--- config.mk ---
export PLATFORM = sky130hd
export DESIGN_NAME = bp_hybrid_predictor
export DESIGN_NICKNAME = d
export VERILOG_FILES = /design/src/rtl/bp_pkg.sv /design/src/rtl/bp_hist_table.sv /design/src/rtl/bp_vote.sv /design/src/rtl/bp_out_stage.sv /design/src/rtl/bp_hybrid_predictor.sv
export SDC_FILE = /design/constraint.sdc
export NUM_CORES = 2
export LEC_CHECK = 0
export BUFFER_PORTS_ARGS = -buffer_cell sky130_fd_sc_hd__buf_2
export CAP_MARGIN = 25
export CORE_ASPECT_RATIO = 0.7
export CORE_MARGIN = 4
export CORE_UTILIZATION = 55
export CTS_CLUSTER_DIAMETER = 150
export CTS_CLUSTER_SIZE = 20
export DETAILED_ROUTE_END_ITERATION = 12
export PLACE_DENSITY_LB_ADDON = 0.12
export SLEW_MARGIN = 20
export SYNTH_ARGS = -nofsm -noshare
export SYNTH_HDL_FRONTEND = slang
export SYNTH_HIERARCHICAL = 1
export SYNTH_SLANG_ARGS = --single-unit
--- constraint.sdc ---
create_clock -name clk -period 4.1 [get_ports clk]
set_clock_uncertainty 0.05 [all_clocks]
set_input_delay 0.82 -clock clk [delete_from_list [all_inputs] [get_ports clk]]
set_output_delay 0.82 -clock clk [all_outputs]
set_load 0.05 [all_outputs]
--- src/rtl/bp_pkg.sv ---
package bp_pkg;

  // Source of a direction guess, as chosen by the per-page flag.
  typedef enum logic {
    MODE_STATIC  = 1'b0,
    MODE_DYNAMIC = 1'b1
  } bp_mode_e;

  // Word-aligned fetch: the two lowest address bits never index the table.
  localparam int unsigned BP_IDX_LSB = 2;

endpackage

--- src/rtl/bp_hist_table.sv ---
module bp_hist_table #(
  parameter int unsigned IDX_W  = 8,
  parameter int unsigned HIST_W = 3
) (
  input  logic              clk,
  input  logic              rst_n,
  input  logic              wr_en,
  input  logic [IDX_W-1:0]  wr_idx,
  input  logic              wr_bit,
  input  logic [IDX_W-1:0]  rd_idx,
  output logic [HIST_W-1:0] rd_hist
);

  localparam int unsigned DEPTH  = 1 << IDX_W;
  localparam int unsigned FLAT_W = DEPTH * HIST_W;

  logic [FLAT_W-1:0] flat_q;

  // One shift register per entry; only the addressed one moves.
  for (genvar e = 0; e < DEPTH; e++) begin : g_ent
    logic [HIST_W-1:0] hist_q;
    logic              hit;

    assign hit = wr_en && (wr_idx == IDX_W'(e));

    always_ff @(posedge clk) begin
      if (!rst_n) begin
        hist_q <= '0;
      end else if (hit) begin
        hist_q <= {hist_q[HIST_W-2:0], wr_bit};
      end
    end

    assign flat_q[e*HIST_W +: HIST_W] = hist_q;
  end

  // Read port sees register outputs: a same-edge write is not forwarded.
  assign rd_hist = flat_q[rd_idx*HIST_W +: HIST_W];

endmodule

--- src/rtl/bp_vote.sv ---
module bp_vote #(
  parameter int unsigned W = 3
) (
  input  logic [W-1:0] hist,
  output logic         taken
);

  localparam int unsigned CW = $clog2(W + 1);
  localparam logic [CW-1:0] HALF = CW'(W / 2);

  logic [CW-1:0] ones;

  always_comb begin
    ones = '0;
    for (int i = 0; i < W; i++) begin
      ones = ones + CW'(hist[i]);
    end
  end

  // Strict majority of recorded outcomes.
  assign taken = (ones > HALF);

endmodule

--- src/rtl/bp_out_stage.sv ---
module bp_out_stage (
  input  logic clk,
  input  logic rst_n,
  input  logic in_valid,
  output logic in_ready,
  input  logic in_taken,
  output logic out_valid,
  input  logic out_ready,
  output logic out_taken
);

  logic valid_q;
  logic taken_q;

  assign in_ready = !valid_q || out_ready;

  always_ff @(posedge clk) begin
    if (!rst_n) begin
      valid_q <= 1'b0;
      taken_q <= 1'b0;
    end else if (in_valid && in_ready) begin
      valid_q <= 1'b1;
      taken_q <= in_taken;
    end else if (out_ready) begin
      valid_q <= 1'b0;
    end
  end

  assign out_valid = valid_q;
  assign out_taken = taken_q;

endmodule

--- src/rtl/bp_hybrid_predictor.sv ---
module bp_hybrid_predictor #(
  parameter int unsigned PC_W   = 32,
  parameter int unsigned IDX_W  = 8,
  parameter int unsigned HIST_W = 3
) (
  input  logic            clk,
  input  logic            rst_n,
  input  logic            lk_valid,
  output logic            lk_ready,
  input  logic [PC_W-1:0] lk_pc,
  input  logic            lk_disp_neg,
  input  logic            lk_use_dyn,
  input  logic            rs_valid,
  input  logic [PC_W-1:0] rs_pc,
  input  logic            rs_taken,
  output logic            pr_valid,
  input  logic            pr_ready,
  output logic            pr_taken
);

  import bp_pkg::*;

  localparam int unsigned LSB    = BP_IDX_LSB;
  localparam int unsigned IDX_HI = LSB + IDX_W;

  logic [IDX_W-1:0]  lk_idx;
  logic [IDX_W-1:0]  rs_idx;
  logic [HIST_W-1:0] lk_hist;
  logic              dyn_guess;
  logic              static_guess;
  logic              guess;
  bp_mode_e          lk_mode;

  assign lk_idx = lk_pc[LSB +: IDX_W];
  assign rs_idx = rs_pc[LSB +: IDX_W];

  // Address bits outside the index take no part (no tag kept).
  logic unused_pc_bits;
  assign unused_pc_bits = ^{lk_pc[PC_W-1:IDX_HI], lk_pc[LSB-1:0],
                            rs_pc[PC_W-1:IDX_HI], rs_pc[LSB-1:0]};

  bp_hist_table #(
    .IDX_W  (IDX_W),
    .HIST_W (HIST_W)
  ) u_table (
    .clk     (clk),
    .rst_n   (rst_n),
    .wr_en   (rs_valid),
    .wr_idx  (rs_idx),
    .wr_bit  (rs_taken),
    .rd_idx  (lk_idx),
    .rd_hist (lk_hist)
  );

  bp_vote #(
    .W (HIST_W)
  ) u_vote (
    .hist  (lk_hist),
    .taken (dyn_guess)
  );

  // Backward displacement is guessed taken, forward not taken.
  assign static_guess = lk_disp_neg;
  assign lk_mode      = bp_mode_e'(lk_use_dyn);
  assign guess        = (lk_mode == MODE_DYNAMIC) ? dyn_guess : static_guess;

  bp_out_stage u_out (
    .clk       (clk),
    .rst_n     (rst_n),
    .in_valid  (lk_valid),
    .in_ready  (lk_ready),
    .in_taken  (guess),
    .out_valid (pr_valid),
    .out_ready (pr_ready),
    .out_taken (pr_taken)
  );

endmodule

==> flow_summary.json <==
{
  "status": "completed",
  "fp.dieW_um": 317,
  "worstPathArrival_ps": 4300,
  "post-route-period-util_pct": 93.7,
  "grt_pass1_vias": 27100,
  "synthXorXnorAreaFrac_pct": 0,
  "synth_area_leaders": "dfxtp_1 42%, a21boi_0 15%, mux4_2 11%",
  "rsz0062_at_grt": "false",
  "r2r-end": "u_out/out_taken$_SDFFE_PN0P_",
  "grt_pass1_wl_mm": 155,
  "yosysWarnings": 6,
  "rows": 79,
  "syn_to_final_growth_pct": 6.67,
  "crit_path_end_kind": "register",
  "yosys_most_used_dff": "dfxtp_1",
  "setup.worst_path.end": "u_out/out_taken$_SDFFE_PN0P_",
  "grtUsageTotal_pct": 27.3,
  "period_minus_slack_ps": 3840,
  "cts-root-buf": "clkbuf_16",
  "synth_edf_count": 0,
  "swShare_pct": 24.2,
  "dp.cells": 4885,
  "nets": 4114,
  "die_h_um": 224,
  "slowest_delay_ps": 510,
  "critPathRequiredTime_ps": 4560,
  "final_util_pct": 59.2,
  "cts.sinks": 770,
  "cts.clk_slew.worst_paths_ps": 80,
  "numPortBuffers": 26,
  "synth_common_cells": "888 x nand2_1, 770 x dfxtp_1, 724 x a21boi_0",
  "worstRegToRegCells": 12,
  "crit_path_top_delay_cell": "mux4_2",
  "cts_buffers": 44,
  "post_cts_resized": 0,
  "synth_compound_gate_area_share_pct": 23.4,
  "crit_fanout": 38,
  "p_int_mw": 9.77,
  "post_cts_buffers": 0,
  "drive_above_1_share_pct": 10.9,
  "startpoint": "lk_pc[2]",
  "combPwrFrac_pct": 7.0,
  "n_fill_cell": 5866,
  "r2r_slack_ps": 710,
  "htree_levels": 2,
  "clock_latency_ps": 630,
  "crit_chain": "buf_8 > buf_4 > mux4_2 > a221oi_1 > buf_4 > o22ai_1 > nor4_1 > buf_4 > o31ai_1 > ha_1 > a21o_1 > mux2_4 > a41o_1",
  "synthDistinctLibCells": 45,
  "dr.pass1.iters": 6,
  "layoutNonFillerInstCount": 4936,
  "setup_viol": 0,
  "ys_seq_elements": 770,
  "yosys-mux-area-fraction_pct": 13.5,
  "synth.most_common_cell": "nand2_1",
  "overflow": 0,
  "synth_fa_ha_area_share_pct": 0.0340,
  "cts_tree": "built",
  "synth_top_area_share_pct": 41.9,
  "synth_top_family_by_area": "compound AO/OA/AOI/OAI gates",
  "antenna_found_initial": 4,
  "syn_inst": 4204,
  "core-area_um2": 66300,
  "pin_count": 75,
  "cpMostUsedCell": "buf_4",
  "synthArstFlopShare_pct": 0,
  "floorplan.initialDensity_pct": 55.5,
  "power.switching_mw": 3.11,
  "peakVddDrop_mv": 0.293,
  "slew_violations": 0,
  "p_per_area_nw_per_um2": 328,
  "drtIter0Drc": 3181,
  "wl_mm": 99.1,
  "seqPwrFrac_pct": 58.0,
  "die_area_um2": 71200,
  "gp_congestion": 0.887,
  "syn_area_um2": 36800,
  "max_cap_viol_count": 0,
  "vias": 30000,
  "synth_seq_area_share_pct": 41.9,
  "yosysTopAreaCell": "dfxtp_1",
  "grt_max_degree": 131,
  "holdBufCountCts": 0,
  "cts_buffer_depth": 3,
  "criticalPathCategory": "input port to register",
  "routed_via_density": 6.09,
  "drc": 0,
  "hold_class": "register to register",
  "r2r_start": "u_table/g_ent[3].hist_q[2]$_SDFFE_PN0P_",
  "startpoint_type": "input port",
  "dp_hpwl_mm": 63.5,
  "leakage_nw": 12.0,
  "synthesis.nets": 4277,
  "power.share.clock_pct": 34.9,
  "slew-limit-headroom_pct": 32.4,
  "finalHoldViolCount": 0,
  "worst_slew_pin_slew_ps": 1010,
  "ant_nets": 0,
  "wl_per_cell_um": 20.1,
  "yosys.area_share.simple_pct": 16.8,
  "syn_area_per_cell_um2": 8.76,
  "fin_hold_ws_ps": 417,
  "fmax_mhz": 260
}
==> per-stage QoR <==
stage	setup slack, ps	setup TNS, ps	instance area, um^2	total power [mW]
after floorplan	410	0	36800	8.24
after global placement	-330	-330	38100	8.55
after detailed placement	-343	-343	38100	8.55
after CTS	289	0	39300	13.0
after global routing	136	0	39300	13.3
final	260	0	39300	12.9
==> state kept, by name, summed over array words and instances, names as in the netlist <==
register,flops
u_table/g_ent.hist_q,768
u_out/out_valid,1
u_out/out_taken,1
==> final cells by class <==
cell class                 instances  area (um^2)  area share, %
sequential                       770        15400           39.2
clock inverter                     3         28.8         0.0733
inverter                           3         11.3         0.0287
antenna                            2         5.00         0.0127
timing repair buffer             174         1680           4.28
multi-input combinational       3048        19900           50.7
clock buffer                      45         1130           2.87
tap                              891         1110           2.84
==> power by group through the flow <==
| stage | Combinational, mW | Sequential [mW] | Clock (mW) |
|---|---|---|---|
| global placement | 0.893 | 7.65 | 0 |
| global route | 0.961 | 7.48 | 4.84 |
| detailed placement | 0.896 | 7.65 | 0 |
| CTS | 0.897 | 7.48 | 4.62 |
| floorplan | 0.580 | 7.66 | 0 |
| finish | 0.907 | 7.48 | 4.50 |
==> cells in the final DEF, fill, tap and decap left out, types with 10 or more instances in the layout <==
cell       count
buf_2         22
dfxtp_1      770
nor2b_1       40
o221ai_1      10
nor3_1        13
nand3_1      310
a21boi_0     724
o22ai_1       14
clkbuf_16     45
nor2_1       174
mux2i_1       67
a21boi_1      27
a21oi_1       13
mux4_2       186
buf_4        116
nand2_1      886
o21ai_0      462
nand2b_1      13
buf_12        32
==> critical path, delay by kind of cell <==
family                   cells  cell delay [ps]
AO/OA/AOI/OAI                5             1090
adder cells (fa/ha/maj)      1              290
buffers and inverters        4             1030
multiplexers                 2              810
AND/OR/NAND/NOR              1              230
==> routing by layer <==
metal  up-vias  track usage [%]  share of wire (%)
met1     14400             42.0                 48
met3       115             5.01                8.0
met4         2             7.21                2.3
met5         -                0             0.0091
met2       999             39.4                 42
li1      14500                -                  -
==> logic make-up (layout without fill, tap and decap cells) <==
logic type	Yosys count	after routing
buffers and inverters	386	225
multiplexers	263	263
AND/OR/NAND/NOR	1481	1481
adder cells (fa/ha/maj)	1	1
AO/OA/AOI/OAI	1303	1303
other	0	2
flip-flops	770	770
==> worst min path at each step <==
stage                                                    startpoint                                         to  depth (start not counted)
after global routing                                       lk_valid               u_out/out_valid$_SDFFE_PN0P_                          3
after floorplan           u_table/g_ent[122].hist_q[0]$_SDFFE_PN0P_  u_table/g_ent[122].hist_q[1]$_SDFFE_PN0P_                          2
after global placement     u_table/g_ent[76].hist_q[2]$_SDFFE_PN0P_   u_table/g_ent[76].hist_q[2]$_SDFFE_PN0P_                          2
final                     u_table/g_ent[114].hist_q[2]$_SDFFE_PN0P_  u_table/g_ent[114].hist_q[2]$_SDFFE_PN0P_                          2
after CTS                                                  lk_valid               u_out/out_valid$_SDFFE_PN0P_                          3
after detailed placement  u_table/g_ent[114].hist_q[2]$_SDFFE_PN0P_  u_table/g_ent[114].hist_q[2]$_SDFFE_PN0P_                          2
Power figures use the tool's default switching activity.
